==> src/rtl/dl_start_ctrl.sv <==
module dl_start_ctrl #(
  parameter int DATA_W = 8,
  parameter int BANK_W = 3,
  localparam int ADDR_W = 2 * DATA_W
) (
  input  logic              clk,
  input  logic              rst_n,
  input  logic              frame_start,
  input  logic              host_we,
  input  logic [1:0]        host_sel,
  input  logic [DATA_W-1:0] host_wdata,
  input  logic              list_we,
  input  logic [1:0]        list_sel,
  input  logic [DATA_W-1:0] list_wdata,
  input  logic              list_end,
  output logic              pc_load,
  output logic [ADDR_W-1:0] pc_target,
  output logic [BANK_W-1:0] pc_bank,
  output logic              running
);

  localparam logic [1:0] SEL_LO     = 2'd0;
  localparam logic [1:0] SEL_HI     = 2'd1;
  localparam logic [1:0] SEL_STROBE = 2'd2;
  localparam int         BANK_EN    = BANK_W;

  typedef enum logic [1:0] {SRC_NONE, SRC_PRIM, SRC_SEC} src_e;

  logic [ADDR_W-1:0] prim_q, sec_q;
  logic [BANK_W-1:0] bank_q;
  src_e              src;

  wire host_strobe = host_we && host_sel == SEL_STROBE;
  wire list_strobe = list_we && list_sel == SEL_STROBE;
  wire end_restart = list_end && running;
  wire bank_switch = list_strobe && list_wdata[BANK_EN];

  always_comb begin
    if (host_strobe)      src = SRC_PRIM;
    else if (list_strobe) src = SRC_SEC;
    else if (end_restart) src = SRC_PRIM;
    else if (frame_start) src = SRC_PRIM;
    else                  src = SRC_NONE;
  end

  always_ff @(posedge clk or negedge rst_n) begin
    if (!rst_n) begin
      prim_q <= '0;
      sec_q  <= '0;
    end else begin
      if (host_we && host_sel == SEL_LO) prim_q[DATA_W-1:0]      <= host_wdata;
      if (host_we && host_sel == SEL_HI) prim_q[ADDR_W-1:DATA_W] <= host_wdata;
      if (list_we && list_sel == SEL_LO) sec_q[DATA_W-1:0]       <= list_wdata;
      if (list_we && list_sel == SEL_HI) sec_q[ADDR_W-1:DATA_W]  <= list_wdata;
    end
  end

  always_ff @(posedge clk or negedge rst_n) begin
    if (!rst_n)           bank_q <= '0;
    else if (bank_switch) bank_q <= list_wdata[BANK_W-1:0];
  end

  always_ff @(posedge clk or negedge rst_n) begin
    if (!rst_n) begin
      pc_load   <= 1'b0;
      pc_target <= '0;
      running   <= 1'b0;
    end else begin
      pc_load <= src != SRC_NONE;
      if (src == SRC_PRIM) pc_target <= prim_q;
      if (src == SRC_SEC)  pc_target <= sec_q;
      if (src != SRC_NONE) running   <= 1'b1;
    end
  end

  assign pc_bank = bank_q;

  AST_FRAME_LOADS: assert property (@(posedge clk) disable iff (!rst_n)
    frame_start |=> pc_load);
  AST_HOST_STROBE_PRIM: assert property (@(posedge clk) disable iff (!rst_n)
    host_strobe |=> pc_load && pc_target == $past(prim_q));
  AST_LIST_STROBE_LOADS: assert property (@(posedge clk) disable iff (!rst_n)
    list_strobe |=> pc_load);
  AST_BANK_SWITCH: assert property (@(posedge clk) disable iff (!rst_n)
    bank_switch |=> pc_bank == $past(list_wdata[BANK_W-1:0]));
  AST_BANK_HOLD: assert property (@(posedge clk) disable iff (!rst_n)
    !bank_switch |=> $stable(pc_bank));
  AST_END_PRIM: assert property (@(posedge clk) disable iff (!rst_n)
    end_restart && !list_strobe |=> pc_load && pc_target == $past(prim_q));
  AST_HALT_QUIET: assert property (@(posedge clk) disable iff (!rst_n)
    !running && !frame_start && !host_strobe && !list_strobe |=> !pc_load);
  AST_LOAD_RUNS: assert property (@(posedge clk) disable iff (!rst_n)
    pc_load |-> running);

endmodule

==> config.mk <==
export PLATFORM = sky130hd
export DESIGN_NAME = dl_start_ctrl
export DESIGN_NICKNAME = d
export VERILOG_FILES = /design/src/rtl/dl_start_ctrl.sv
export SDC_FILE = /design/constraint.sdc
export NUM_CORES = 1
export LEC_CHECK = 0
export BUFFER_PORTS_ARGS = -buffer_cell sky130_fd_sc_hd__buf_2
export CORE_MARGIN = 2
export CORE_UTILIZATION = 53
export DETAILED_ROUTE_END_ITERATION = 6
export PLACE_DENSITY = 0.85
export SETUP_SLACK_MARGIN = 0.2
export SYNTH_ARGS = -nofsm -noshare
export SYNTH_HDL_FRONTEND = slang
export SYNTH_SLANG_ARGS = --single-unit
==> constraint.sdc <==
create_clock -name clk -period 1.8 [get_ports clk]
set_input_delay 0.18 -clock clk [delete_from_list [all_inputs] [get_ports clk]]
set_output_delay 0.18 -clock clk [all_outputs]
set_load 0.01 [all_outputs]
==> results of run 1 <==
==> cells in the mapped netlist <==
cell type / n
dfrtp_1: 53
mux2_2: 35
a21oi_1: 17
mux2i_1: 16
nor2_1: 16
clkbuf_1: 3
ha_1: 2
nand3b_2: 2
nor3b_4: 2
and2_1: 1
and3b_2: 1
buf_2: 1
buf_4: 1
inv_1: 1
nand2_1: 1
nand2b_1: 1
nand3b_1: 1
nand4b_1: 1
o21a_1: 1
==> critical path, delay by kind of cell, from the launching register on <==
| kind | cells | cell delay [ps] |
|---|---|---|
| AOI/OAI and AO/OA | 3 | 370 |
| buffers and inverters | 1 | 170 |
| adders and majority gates | 1 | 280 |
| DFF | 1 | 410 |
| and+or+nand+nor | 1 | 130 |
==> flip-flops by register name, summed over array words and instances, names as in the netlist <==
signal and cells:
pc_bank 3, pc_load 1, sec_q 16, prim_q 16, running 1, pc_target 16
==> through the flow <==
stage	util [%]	std cells
after global routing	67.0	260
after global placement	62.3	250
after CTS	65.5	259
final	67.0	260
after floorplan	-	156
after detailed placement	62.3	250
==> worst min-delay path by stage <==
stage	end	cells after the start
floorplan	pc_bank[0]$_DFFE_PN0P_	0
global placement	pc_target[7]$_DFFE_PN0P_	2
detailed placement	prim_q[13]$_DFFE_PN0P_	2
CTS	prim_q[9]$_DFFE_PN0P_	2
global route	prim_q[12]$_DFFE_PN0P_	2
finish	prim_q[9]$_DFFE_PN0P_	2
==> kinds of logic (layout without fill, tap and decap cells) <==
group | after synthesis | count (layout) | share of synthesized area (%)
AOI/OAI and AO/OA | 18 | 18 | 4.23
adders and majority gates | 2 | 2 | 1.14
buffers and inverters | 6 | 60 | 1.26
DFF | 53 | 53 | 60.6
muxes | 51 | 51 | 25.3
and+or+nand+nor | 26 | 26 | 7.43
==> where the power goes <==
group | internal [mW] | switching, mW | total, mW
clock | 0.453 | 0.369 | 0.823
sequential | 1.43 | 0.133 | 1.57
combinational | 0.306 | 0.270 | 0.576
total | 2.19 | 0.772 | 2.96
==> layer usage <==
metal | vias to the layer above | track usage [%] | share of wire, %
met2 | 38 | 30.7 | 49
met3 | 5 | 3.95 | 4.4
met5 | - | 0 | 0
met4 | 0 | 8.25 | 1.5
li1 | 654 | - | -
met1 | 694 | 24.6 | 45
==> repair_timing <==
action                     in CTS  in global routing
hold endpoints to repair       33                  0
setup endpoints to repair       0                 16
resized for setup               0                  8
hold buffers                    1                  0
==> cell type report <==
class / instances / area share [%]
multi-input combinational: 97 / 32.0
timing repair buffer: 51 / 11.7
tap: 50 / 2.33
clock inverter: 1 / 1.12
inverter: 1 / 0.140
sequential: 53 / 49.5
clock buffer: 7 / 3.22
==> results.json, run 1 <==
{
  "syn-num-nets": 184,
  "overflow": 0,
  "rsz0062_at_grt": "no",
  "fin_skew_ps": 4.02,
  "worst-path-max-fanout": 32,
  "worst_setup_path_end_kind": "flop",
  "final_cell_mix": "dfrtp_1, buf_2, mux2_2, nor2_1, a21oi_1",
  "irDropWorstVdd_uv": 727,
  "ioPinCount": 47,
  "ff2ff_setup_slack_ps": 310,
  "clkLatencyLatePin_ps": 310,
  "post-dp-hpwl_mm": 2.68,
  "hold_class": "input pin to flop",
  "cp_slowest_stage_delay_ps": 410,
  "relSlewSlack_pct": 57.0,
  "finalWirelength_mm": 4.13,
  "clock-sinks": 53,
  "path_cells": "a21oi_2, o21a_1, ha_1, buf_12, nor2_1, a21oi_1",
  "drt-vias-per-instance": 5.35,
  "yosys-top-cells-area": "dfrtp_1, mux2_2, mux2i_1",
  "synth_area_um2": 2190,
  "nets": 237,
  "ant_nets": 0,
  "layout_min_cycle_time_ps": 1490,
  "numCtsBuffers": 5,
  "rr_startpoint": "running$_DFFE_PN0P_",
  "vias": 1391,
  "setup_viol": 0,
  "ys_ff_latch": 53,
  "finalWorstSetupSlack_ps": 314,
  "root_buffer": "clkbuf_8",
  "tns_ps": 0,
  "final_common_cell": "dfrtp_1",
  "cp.arrival_ps": 1680,
  "period_share_pct": 82.6,
  "syn_to_final_growth_pct": 22.5,
  "io_buffer_count": 46,
  "path_clk_slew_ps": 90,
  "pre_cts_ws_ps": 214,
  "timing.final.hold_violations": 0,
  "yosys_warnings": 0,
  "drv_slew": 0,
  "cts_tree": "yes",
  "die-area_um2": 4660,
  "synthCells": 156,
  "multi_input_area_um2": 858,
  "worstReg2RegEnd": "pc_target[12]$_DFFE_PN0P_",
  "htreeDepth": 2,
  "diodes": 0,
  "die_h_um": 68.3,
  "worst-r2r-cell-count": 6,
  "leakage_nw": 1.18,
  "clock_path_buffers": 2,
  "cp-endpoint": "pc_target[12]$_DFFE_PN0P_",
  "gp_congestion": 0.802,
  "critical_path_class": "flop to flop",
  "dr.pass1.iters": 4,
  "avgRoutedWirePerCell_um": 15.9,
  "cts_setup_buffers": 0,
  "grt_pass1_wl_mm": 6.22,
  "grt_max_degree": 54,
  "synth_area_per_cell_um2": 14.0,
  "die-width_um": 68.3,
  "clock.fmax_mhz": 673,
  "power_mw": 2.96,
  "hold_slack_ps": 113,
  "hold_start": "host_wdata[1]",
  "core-area_um2": 4000,
  "drc": 0,
  "status": "complete, no violations",
  "ys_seq_area_share_pct": 60.6,
  "tightestPinTransition_ps": 645,
  "yosysUniqueCellTypes": 19,
  "cpMaxStageDelayCell": "dfrtp_1",
  "grt_util_all_layers_pct": 18.9,
  "synth_top_area_cell": "dfrtp_1",
  "required_ps": 2000,
  "start_util_pct": 54.7,
  "fillers": 319,
  "grt_pass1_vias": 1354,
  "seq_area_um2": 1330,
  "rows": 23,
  "stdcell_area_um2": 2680,
  "drtIter0Drc": 41,
  "drive_gt1_share_pct": 48.1,
  "cap_violations": 0,
  "powerDensity_nw_per_um2": 1110,
  "antenna_found_initial": 0,
  "worst_setup_path_start_kind": "flop",
  "synth_top_area_share_pct": 60.6,
  "crit_path_start": "running$_DFFE_PN0P_",
  "placed_area_um2": 2490
}
Note: power is estimated with default switching activity, not from simulation.
==> run 2, diff against run 1 <==
ABC_AREA = 1   (was not set)
CORE_UTILIZATION = 55   (was 53)
PLACE_DENSITY = 0.86   (was 0.85)
clock period = 1.5 ns   (was 1.8 ns; I/O delays follow)
==> run 2 against run 1 <==
Wire length up 45%. Count of clock-buffer cells in the layout shrank 1. Clock power increased by 24%. Hold slack worse by 36 ps. Sequential share of layout area decreased by 7.7 points. Utilization rose by 5.9 points. Highest routed layer unchanged.
==> results.json, run 2 <==
{
  "grt_max_degree": 25,
  "rows": 24,
  "yosysMostFrequentCell": "nand2_1",
  "io_buffer_count": 46,
  "fin_skew_ps": 9.64,
  "hold_class": "input pin to flop",
  "timing.final.hold_violations": 0,
  "ys_ff_latch": 53,
  "fillers": 288,
  "synth_top_area_share_pct": 53.6,
  "numCtsBuffers": 5,
  "finalWirelength_mm": 5.98,
  "dr.pass1.iters": 4,
  "placed_cells": 385,
  "cts_tree": "yes",
  "drive_gt1_share_pct": 36.1,
  "final_cell_mix": "nand2_1, inv_1, dfrtp_1, buf_2, o21ai_2",
  "drtIter0Drc": 133,
  "ff2ff_setup_slack_ps": 50,
  "drv_slew": 0,
  "worst-path-max-fanout": 8,
  "grt_util_all_layers_pct": 23.0,
  "die_h_um": 71.1,
  "rsz0062_at_grt": "yes",
  "worst_setup_path_start_kind": "flop",
  "worstReg2RegEnd": "pc_target[9]$_DFFE_PN0P_",
  "relSlewSlack_pct": 69.9,
  "post-dp-hpwl_mm": 3.75,
  "synthArstFlopShare_pct": 100,
  "synthCells": 287,
  "grt_pass1_vias": 1976,
  "vias": 2084,
  "period_share_pct": 96.4,
  "clock-sinks": 53,
  "root_buffer": "clkbuf_8",
  "drt-vias-per-instance": 5.20,
  "layout_min_cycle_time_ps": 1450,
  "cp.arrival_ps": 1660,
  "cap_violations": 0,
  "worst-r2r-cell-count": 7,
  "ant_nets": 0,
  "drc": 0,
  "core-area_um2": 4350,
  "htreeDepth": 2,
  "ioPinCount": 47,
  "diodes": 0,
  "syn-num-nets": 315,
  "top_regs": "pc_target x16, prim_q x16, sec_q x16",
  "clock_path_buffers": 2,
  "ys.flop_type": "dfrtp_1",
  "yosys_warnings": 0,
  "tightestPinTransition_ps": 451,
  "synth_area_um2": 2470,
  "yosys-top-cells-area": "dfrtp_1, nand2_1, inv_1",
  "avgRoutedWirePerCell_um": 14.9,
  "die-width_um": 71.1,
  "overflow": 0,
  "clock.fmax_mhz": 692,
  "hold_start": "host_wdata[5]",
  "nets": 376,
  "syn_to_final_growth_pct": 28.3,
  "required_ps": 1710,
  "rr_startpoint": "running$_DFFE_PN0P_",
  "final_util_pct": 72.9,
  "yosys-top-cells-count": "nand2_1, inv_1, dfrtp_1",
  "start_util_pct": 56.8,
  "leakage_nw": 1.72,
  "synth_edf_count": 0,
  "critical_path_class": "flop to flop",
  "ys_seq_area_share_pct": 53.6,
  "die-area_um2": 5050,
  "min_to": "prim_q[5]$_DFFE_PN0P_",
  "setup_viol": 0,
  "worst_setup_path_end_kind": "flop",
  "synth_area_per_cell_um2": 8.62,
  "final_common_cell": "nand2_1",
  "irDropWorstVdd_uv": 557,
  "layout.cells.non_filler": 401,
  "antenna_found_initial": 0,
  "powerDensity_nw_per_um2": 1200,
  "clkLatencyLatePin_ps": 320,
  "synth_top_area_cell": "dfrtp_1",
  "gp_congestion": 0.791,
  "path_clk_slew_ps": 100,
  "yosysUniqueCellTypes": 20,
  "status": "complete, no violations",
  "hold-path-cell-count": 3,
  "grt_pass1_wl_mm": 8.98
}
run 2: changes by cell type after synthesis, sizes merged, moves of 3 or more:
cell and delta:
nand2 +75, inv +69, o21ai +48, mux2 -35
nand3 +22, a21oi -16, mux2i -16, nor2 -13
buf +6, nand3b -3
run 2: critical path, stage by stage, from the launching register on:
cell     delay (ps)
dfrtp_1         410
a21oi_2         140
nand2_1          80
nand2_2         110
ha_4            270
buf_12          160
nand3_1          90
o21ai_1          80
run 2: how the worst max path moves through the flow:
stage	startpoint	endpoint	depth (start not counted)
floorplan	running$_DFFE_PN0P_	pc_target[4]$_DFFE_PN0P_	10
finish	running$_DFFE_PN0P_	pc_target[9]$_DFFE_PN0P_	7
detailed placement	host_sel[1]	pc_target[8]$_DFFE_PN0P_	9
CTS	running$_DFFE_PN0P_	pc_target[9]$_DFFE_PN0P_	7
global route	running$_DFFE_PN0P_	pc_target[10]$_DFFE_PN0P_	6
global placement	host_sel[1]	pc_target[8]$_DFFE_PN0P_	9
run 2: final cells by class:
class                      count  area [um2]  share of cell area, %
clock inverter                 2        37.5                   1.18
timing repair buffer          64         464                   14.6
clock buffer                   6        82.6                   2.60
inverter                      70         265                   8.36
tap                           52        65.1                   2.05
multi-input combinational    154         933                   29.4
sequential                    53        1330                   41.8
run 2: repair_timing:
action / 4_1_cts / 5_1_grt
resized for setup: 4 / 29
pin swaps: 4 / 12
setup buffers: 4 / 1
endpoints found under the setup margin: 17 / 17
endpoints found under the hold margin: 17 / 0
hold buffers: 1 / 0
cloned: 0 / 2
run 2: power breakdown:
part / switching (mW) / internal (mW)
Clock: 0.482 / 0.543
Sequential: 0.147 / 1.68
Combinational: 0.550 / 0.404
run 2: logic make-up after synthesis:
| group | after synthesis | synth area share (%) |
|---|---|---|
| AO/OA/AOI/OAI | 49 | 13.2 |
| adder cells (fa/ha/maj) | 2 | 1.01 |
| buffers and inverters | 80 | 14.0 |
| flip-flops | 53 | 53.6 |
| AND/OR/NAND/NOR | 103 | 18.2 |
run 2: metrics by stage:
step / TNS, ps / power, mW / cell area, um2 / setup WS [ps] / hold WS [ps]
4_1_cts: 0 / 3.66 / 3000 / 108 / 80.4
2_1_floorplan: 0 / 2.31 / 2530 / 146 / -146
6_report: 0 / 3.80 / 3170 / 54.2 / 77.4
3_5_place_dp: -90.9 / 2.62 / 2820 / -34.9 / 117
3_3_place_gp: 0 / 2.58 / 2820 / 32.8 / 111
5_1_grt: -4.98 / 3.99 / 3170 / -4.98 / 95.4
run 2: metal layers:
layer / wire [um] / GRT usage (%)
met1: 2500 / 29.1
met2: 3020 / 39.3
met3: 318 / 5.13
met4: 132 / 7.97
met5: 0 / 0
